===== config.mk =====
export PLATFORM = sky130hd
export DESIGN_NAME = nib_io_ports
export DESIGN_NICKNAME = d
export VERILOG_FILES = /design/src/rtl/nib_io_pkg.sv /design/src/rtl/nib_rst_sync.sv /design/src/rtl/nib_in_port.sv /design/src/rtl/nib_out_reg.sv /design/src/rtl/nib_io_ports.sv
export SDC_FILE = /design/constraint.sdc
export NUM_CORES = 1
export LEC_CHECK = 0
export ABC_CLOCK_PERIOD_IN_PS = 800
export BUFFER_PORTS_ARGS = -buffer_cell sky130_fd_sc_hd__buf_2
export CORE_AREA = 4 4 41 43
export CTS_BUF_LIST = sky130_fd_sc_hd__clkbuf_2 sky130_fd_sc_hd__clkbuf_4 sky130_fd_sc_hd__clkbuf_8
export DETAILED_ROUTE_END_ITERATION = 7
export DIE_AREA = 0 0 45 47
export HOLD_SLACK_MARGIN = 0.1
export PLACE_DENSITY = 0.66
export SETUP_SLACK_MARGIN = 0.05
export SLEW_MARGIN = 20
export SYNTH_ARGS = -nofsm -noshare
export SYNTH_HDL_FRONTEND = slang
export SYNTH_SLANG_ARGS = --single-unit

===== constraint.sdc =====
create_clock -name clk -period 0.8 [get_ports clk]
set_input_delay 0.12 -clock clk [delete_from_list [all_inputs] [get_ports clk]]
set_output_delay 0.12 -clock clk [all_outputs]
set_load 0.005 [all_outputs]

===== src/rtl/nib_io_pkg.sv =====
package nib_io_pkg;
  // data bus nibble width
  localparam int unsigned NIB_W = 4;
  // number of partially decoded output registers
  localparam int unsigned N_OUT = 2;
  // index of the register holding control/misc pins
  localparam int unsigned CTL_REG = 0;
  // index of the register holding the LCD data nibble
  localparam int unsigned LCD_REG = 1;
  // bit placement inside the control register
  localparam int unsigned SPK_BIT = 0;
  localparam int unsigned LED_BIT = 1;
  localparam int unsigned LCDE_BIT = 2;
  localparam int unsigned LCDRS_BIT = 3;

  typedef logic [NIB_W-1:0] nib_t;
endpackage


===== src/rtl/nib_rst_sync.sv =====
module nib_rst_sync #(
  parameter int unsigned STAGES = 2
) (
  input  logic clk,
  input  logic rst_n,
  output logic rst_sync_n
);
  logic [STAGES-1:0] sh_q;
  logic [STAGES-1:0] sh_d;

  always_comb begin
    sh_d = {sh_q[STAGES-2:0], 1'b1};
  end

  always_ff @(posedge clk or negedge rst_n) begin
    if (!rst_n) sh_q <= '0;
    else        sh_q <= sh_d;
  end

  assign rst_sync_n = sh_q[STAGES-1];
endmodule


===== src/rtl/nib_in_port.sv =====
module nib_in_port
  import nib_io_pkg::*;
(
  input  logic clk,
  input  logic rst_sync_n,
  input  logic rd_i,
  input  nib_t pins_n_i,
  output nib_t drv_o,
  output logic drv_en_o
);
  // pins already read 0 when pressed (pull-ups); pass levels through
  always_comb begin
    drv_en_o = rd_i;
    drv_o    = rd_i ? pins_n_i : '0;
  end


  idle_park_chk: assert property (@(posedge clk) disable iff (!rst_sync_n)
    !rd_i |-> (!drv_en_o && drv_o == '0));

  rd_pass_chk: assert property (@(posedge clk) disable iff (!rst_sync_n)
    rd_i |-> (drv_en_o && drv_o == pins_n_i));
endmodule


===== src/rtl/nib_out_reg.sv =====
module nib_out_reg
  import nib_io_pkg::*;
(
  input  logic clk,
  input  logic rst_n,
  input  logic en_a_n,
  input  logic en_b_n,
  input  nib_t d_i,
  output nib_t q_o
);
  logic ld;
  nib_t q_r;
  nib_t q_nxt;

  always_comb begin
    ld    = ~en_a_n & ~en_b_n;
    q_nxt = q_r;
    if (ld) q_nxt = d_i;
  end

  always_ff @(posedge clk or negedge rst_n) begin
    if (!rst_n) q_r <= '0;
    else        q_r <= q_nxt;
  end

  assign q_o = q_r;


  rst_zero_chk: assert property (@(posedge clk) !rst_n |-> q_o == '0);

  load_take_chk: assert property (@(posedge clk) disable iff (!rst_n)
    (!en_a_n && !en_b_n) |=> q_o == $past(d_i));

  hold_keep_chk: assert property (@(posedge clk) disable iff (!rst_n)
    (en_a_n || en_b_n) |=> $stable(q_o));
endmodule


===== src/rtl/nib_io_ports.sv =====
module nib_io_ports
  import nib_io_pkg::*;
#(
  parameter int unsigned PORT_W = 4
) (
  input  logic              clk,
  input  logic              rst_n,
  input  logic              load_out_n,
  input  logic [PORT_W-1:0] port_num,
  input  logic [NIB_W-1:0]  wr_data,
  input  logic              in_rd,
  input  logic [NIB_W-1:0]  btn_pin_n,
  output logic [NIB_W-1:0]  in_drv,
  output logic              in_drv_en,
  output logic [NIB_W-1:0]  lcd_data,
  output logic              lcd_rs,
  output logic              lcd_e,
  output logic              led,
  output logic              spk
);
  logic rst_sync_n;
  nib_t out_q [N_OUT];

  nib_rst_sync #(.STAGES(2)) u_rst (
    .clk        (clk),
    .rst_n      (rst_n),
    .rst_sync_n (rst_sync_n)
  );

  nib_in_port u_in (
    .clk        (clk),
    .rst_sync_n (rst_sync_n),
    .rd_i       (in_rd),
    .pins_n_i   (btn_pin_n),
    .drv_o      (in_drv),
    .drv_en_o   (in_drv_en)
  );

  // each register's second enable is one raw port-number bit
  for (genvar g = 0; g < N_OUT; g++) begin : g_out
    nib_out_reg u_reg (
      .clk    (clk),
      .rst_n  (rst_sync_n),
      .en_a_n (load_out_n),
      .en_b_n (port_num[g]),
      .d_i    (wr_data),
      .q_o    (out_q[g])
    );
  end

  always_comb begin
    lcd_data = out_q[LCD_REG];
    spk      = out_q[CTL_REG][SPK_BIT];
    led      = out_q[CTL_REG][LED_BIT];
    lcd_e    = out_q[CTL_REG][LCDE_BIT];
    lcd_rs   = out_q[CTL_REG][LCDRS_BIT];
  end


  dual_load_chk: assert property (@(posedge clk) disable iff (!rst_sync_n)
    (!load_out_n && port_num[1:0] == 2'b00) |=>
      (lcd_data == $past(wr_data) &&
       {lcd_rs, lcd_e, led, spk} == $past(wr_data)));

  ctl_map_chk: assert property (@(posedge clk) disable iff (!rst_sync_n)
    (!load_out_n && !port_num[0]) |=>
      (spk == $past(wr_data[0]) && lcd_rs == $past(wr_data[3])));

  lcd_map_chk: assert property (@(posedge clk) disable iff (!rst_sync_n)
    (!load_out_n && !port_num[1]) |=> lcd_data == $past(wr_data));
endmodule


==> impl_metrics.env <==
export IMPL_dp_cells=66
export IMPL_setup_violations=8
export IMPL_grt_max_degree=9
export IMPL_vias=298
export IMPL_initial_core_util=0.303
export IMPL_drv_slew=0
export IMPL_critical_path_top_delay_family="flip-flops"
export IMPL_synth_seq_cells=10
export IMPL_p_comb_frac=0.182
export IMPL_grt_first_pass_wirelength_microns=1250
export IMPL_instances_no_fill=70
export IMPL_dp_hpwl_microns=686
export IMPL_p_int_uw=873
export IMPL_cp_slowest_cell="dfrtp_1"
export IMPL_wl_microns=783
export IMPL_skew_ps=2.30
export IMPL_synth_area_per_cell_sq_um=15.2
export IMPL_crit_fanout=2
export IMPL_status="finished with violations"
export IMPL_antenna_found_initial=0
export IMPL_drt_iter0_markers=0
export IMPL_synth_seq_area_share=0.635
export IMPL_place_congestion=0.635
export IMPL_cts_made_buffers=3
export IMPL_vias_per_cell=4.26
export IMPL_arrival_ps=770
export IMPL_core_area_sq_um=1300
export IMPL_clock_sinks=10
export IMPL_wl_per_cell_microns=11.2
export IMPL_max_cap_violations=0
export IMPL_die_w_microns=45
export IMPL_portBuffers=26
export IMPL_synth_cells=26
export IMPL_globalRouteOverflowTotal=0
export IMPL_rsz0062_at_grt="true"
export IMPL_peakVddDrop_uv=889
export IMPL_htreeDepth=1
export IMPL_synth_area_top_cells="dfrtp_1 (63%), mux2_2 (23%), and2_1 (6.3%)"
export IMPL_r2r_slack_ps=40
export IMPL_tns_ps=-580
export IMPL_cp_slowest_stage_delay_ps=380
export IMPL_cts_tree="done"
export IMPL_ant_nets=0
export IMPL_syn_to_final_growth_pct=44.1
export IMPL_timing_fmax_ghz=1.13
export IMPL_multi_input_area_sq_um=136
export IMPL_clk_pin_slew_ps=60
export IMPL_switchingPower_uw=257
export IMPL_hold_ws_ps=110
export IMPL_min_path_type="input port to register"
export IMPL_grt_pass1_vias=330
export IMPL_fill_cells=137
export IMPL_remaining_drc_errors=0
export IMPL_dieHeight_microns=47
export IMPL_clk_insertion_delay_late_ps=250
export IMPL_total_power_uw=1130
export IMPL_end_kind="output pin"
export IMPL_violations="setup timing"
export IMPL_critPathLaunchType="register"
export IMPL_yosysTopAreaCell="dfrtp_1"
export IMPL_netlist_area_leader_share=0.635
export IMPL_hold_violations=0
export IMPL_nets=73
export IMPL_p_leak_uw=0.000290
export IMPL_synth_cell_types=7
export IMPL_finalCriticalPeriod_ps=887
export IMPL_worstPathRequired_ps=680
export IMPL_cts_root_buf="clkbuf_4"
export IMPL_ioPinCount=29
export IMPL_drive_gt1_frac=0.709
export IMPL_clockBufferDepth=2
export IMPL_synth_nets=42
export IMPL_path_class="register to output pin"
export IMPL_path_cells="buf_2"
export IMPL_n_antenna_cell=0
export IMPL_rows=13
export IMPL_power_density_nw_per_um2=1990
export IMPL_period_share=1.11
export IMPL_layout_setup_ws_ps=-87.1
export IMPL_drt_pass1_iter_count=1
export IMPL_pwr_share_seq=0.536
export IMPL_grtUsageTotal=0.0867
export IMPL_yosysWarnings=0
export IMPL_syn_cell_area_sq_um=394
export IMPL_ff_latch_area_sq_um=250
export IMPL_die_area_sq_um=2120
export IMPL_swShare=0.228
export IMPL_clkPwrFrac=0.282
export IMPL_critPathBufInv=1
## Yosys cell counts
library cell   n
buf_4          1
nor2_2         1
dfrtp_1       10
conb_1         1
and2_1         4
nor2_4         1
mux2_2         8
## power by group through the flow
stage / Sequential [uW] / Combinational, uW / Clock [uW]
2_1_floorplan: 620 / 81.0 / 0
3_3_place_gp: 616 / 204 / 0
3_5_place_dp: 618 / 207 / 0
4_1_cts: 609 / 211 / 339
5_1_grt: 616 / 229 / 355
6_report: 606 / 206 / 318
## area by class of cell
class,count,share of cell area
clock buffer,3,0.0396
multi-input combinational,15,0.240
sequential,10,0.441
tap,15,0.0330
timing repair buffer,27,0.247
## metal layers
layer	up-vias	GRT usage	wire, microns
li1	145	-	-
met1	141	0.0644	257
met2	12	0.169	452
met3	0	0.0230	74
met4	0	0.0877	0
met5	-	0	0
## cell families (layout without fill, tap and decap cells)
kind of cell | Yosys count | count (layout) | share of synthesized area
flip-flops | 10 | 10 | 0.635
multiplexers | 8 | 8 | 0.229
AND/OR/NAND/NOR | 6 | 6 | 0.108
other | 1 | 1 | 0.00951
buffers and inverters | 1 | 30 | 0.0191
## cell usage in the layout (no fill, tap or decap), drive strengths merged
cell,n
buf,26
dfrtp,10
mux2,8
and2,4
clkbuf,3
nor2,2
dlygate4sd3,1
conb,1
## sequential cells by signal, indices dropped and copies added (netlist names)
signal and count:
g_out.u_reg.q_o 8, u_rst.sh_q 2
## per-stage QoR
step	utilization	instance area [sq um]	setup slack [ps]
after detailed placement	0.412	536	-134
after floorplan	-	394	56.4
after CTS	0.437	568	-113
after global routing	0.437	568	-122
final	0.437	568	-87.1
after global placement	0.412	536	-123
## final timing paths
| kind | start | to | cells after the start |
|---|---|---|---|
| max | g_out[1].u_reg.q_o[3] | lcd_data[3] | 1 |
| min | wr_data[0] | g_out[1].u_reg.q_o[0] | 2 |
| max reg2reg | g_out[1].u_reg.q_o[3] | g_out[1].u_reg.q_o[3] | 1 |
| min reg2reg | u_rst.sh_q[1] | g_out[1].u_reg.q_o[1] | 0 |
| max in group asynchronous | u_rst.sh_q[1] | g_out[0].u_reg.q_o[2] | 0 |
| min in group asynchronous | u_rst.sh_q[1] | g_out[1].u_reg.q_o[1] | 0 |
## repair_timing
| item | CTS | global route |
|---|---|---|
| resized for setup | 0 | 0 |
| hold buffers | 1 | 0 |
| buffers inserted | 0 | 0 |
| endpoints found under the setup margin | 9 | 16 |
| endpoints found under the hold margin | 4 | 0 |
No activity file was read; power rests on OpenSTA's default activity.
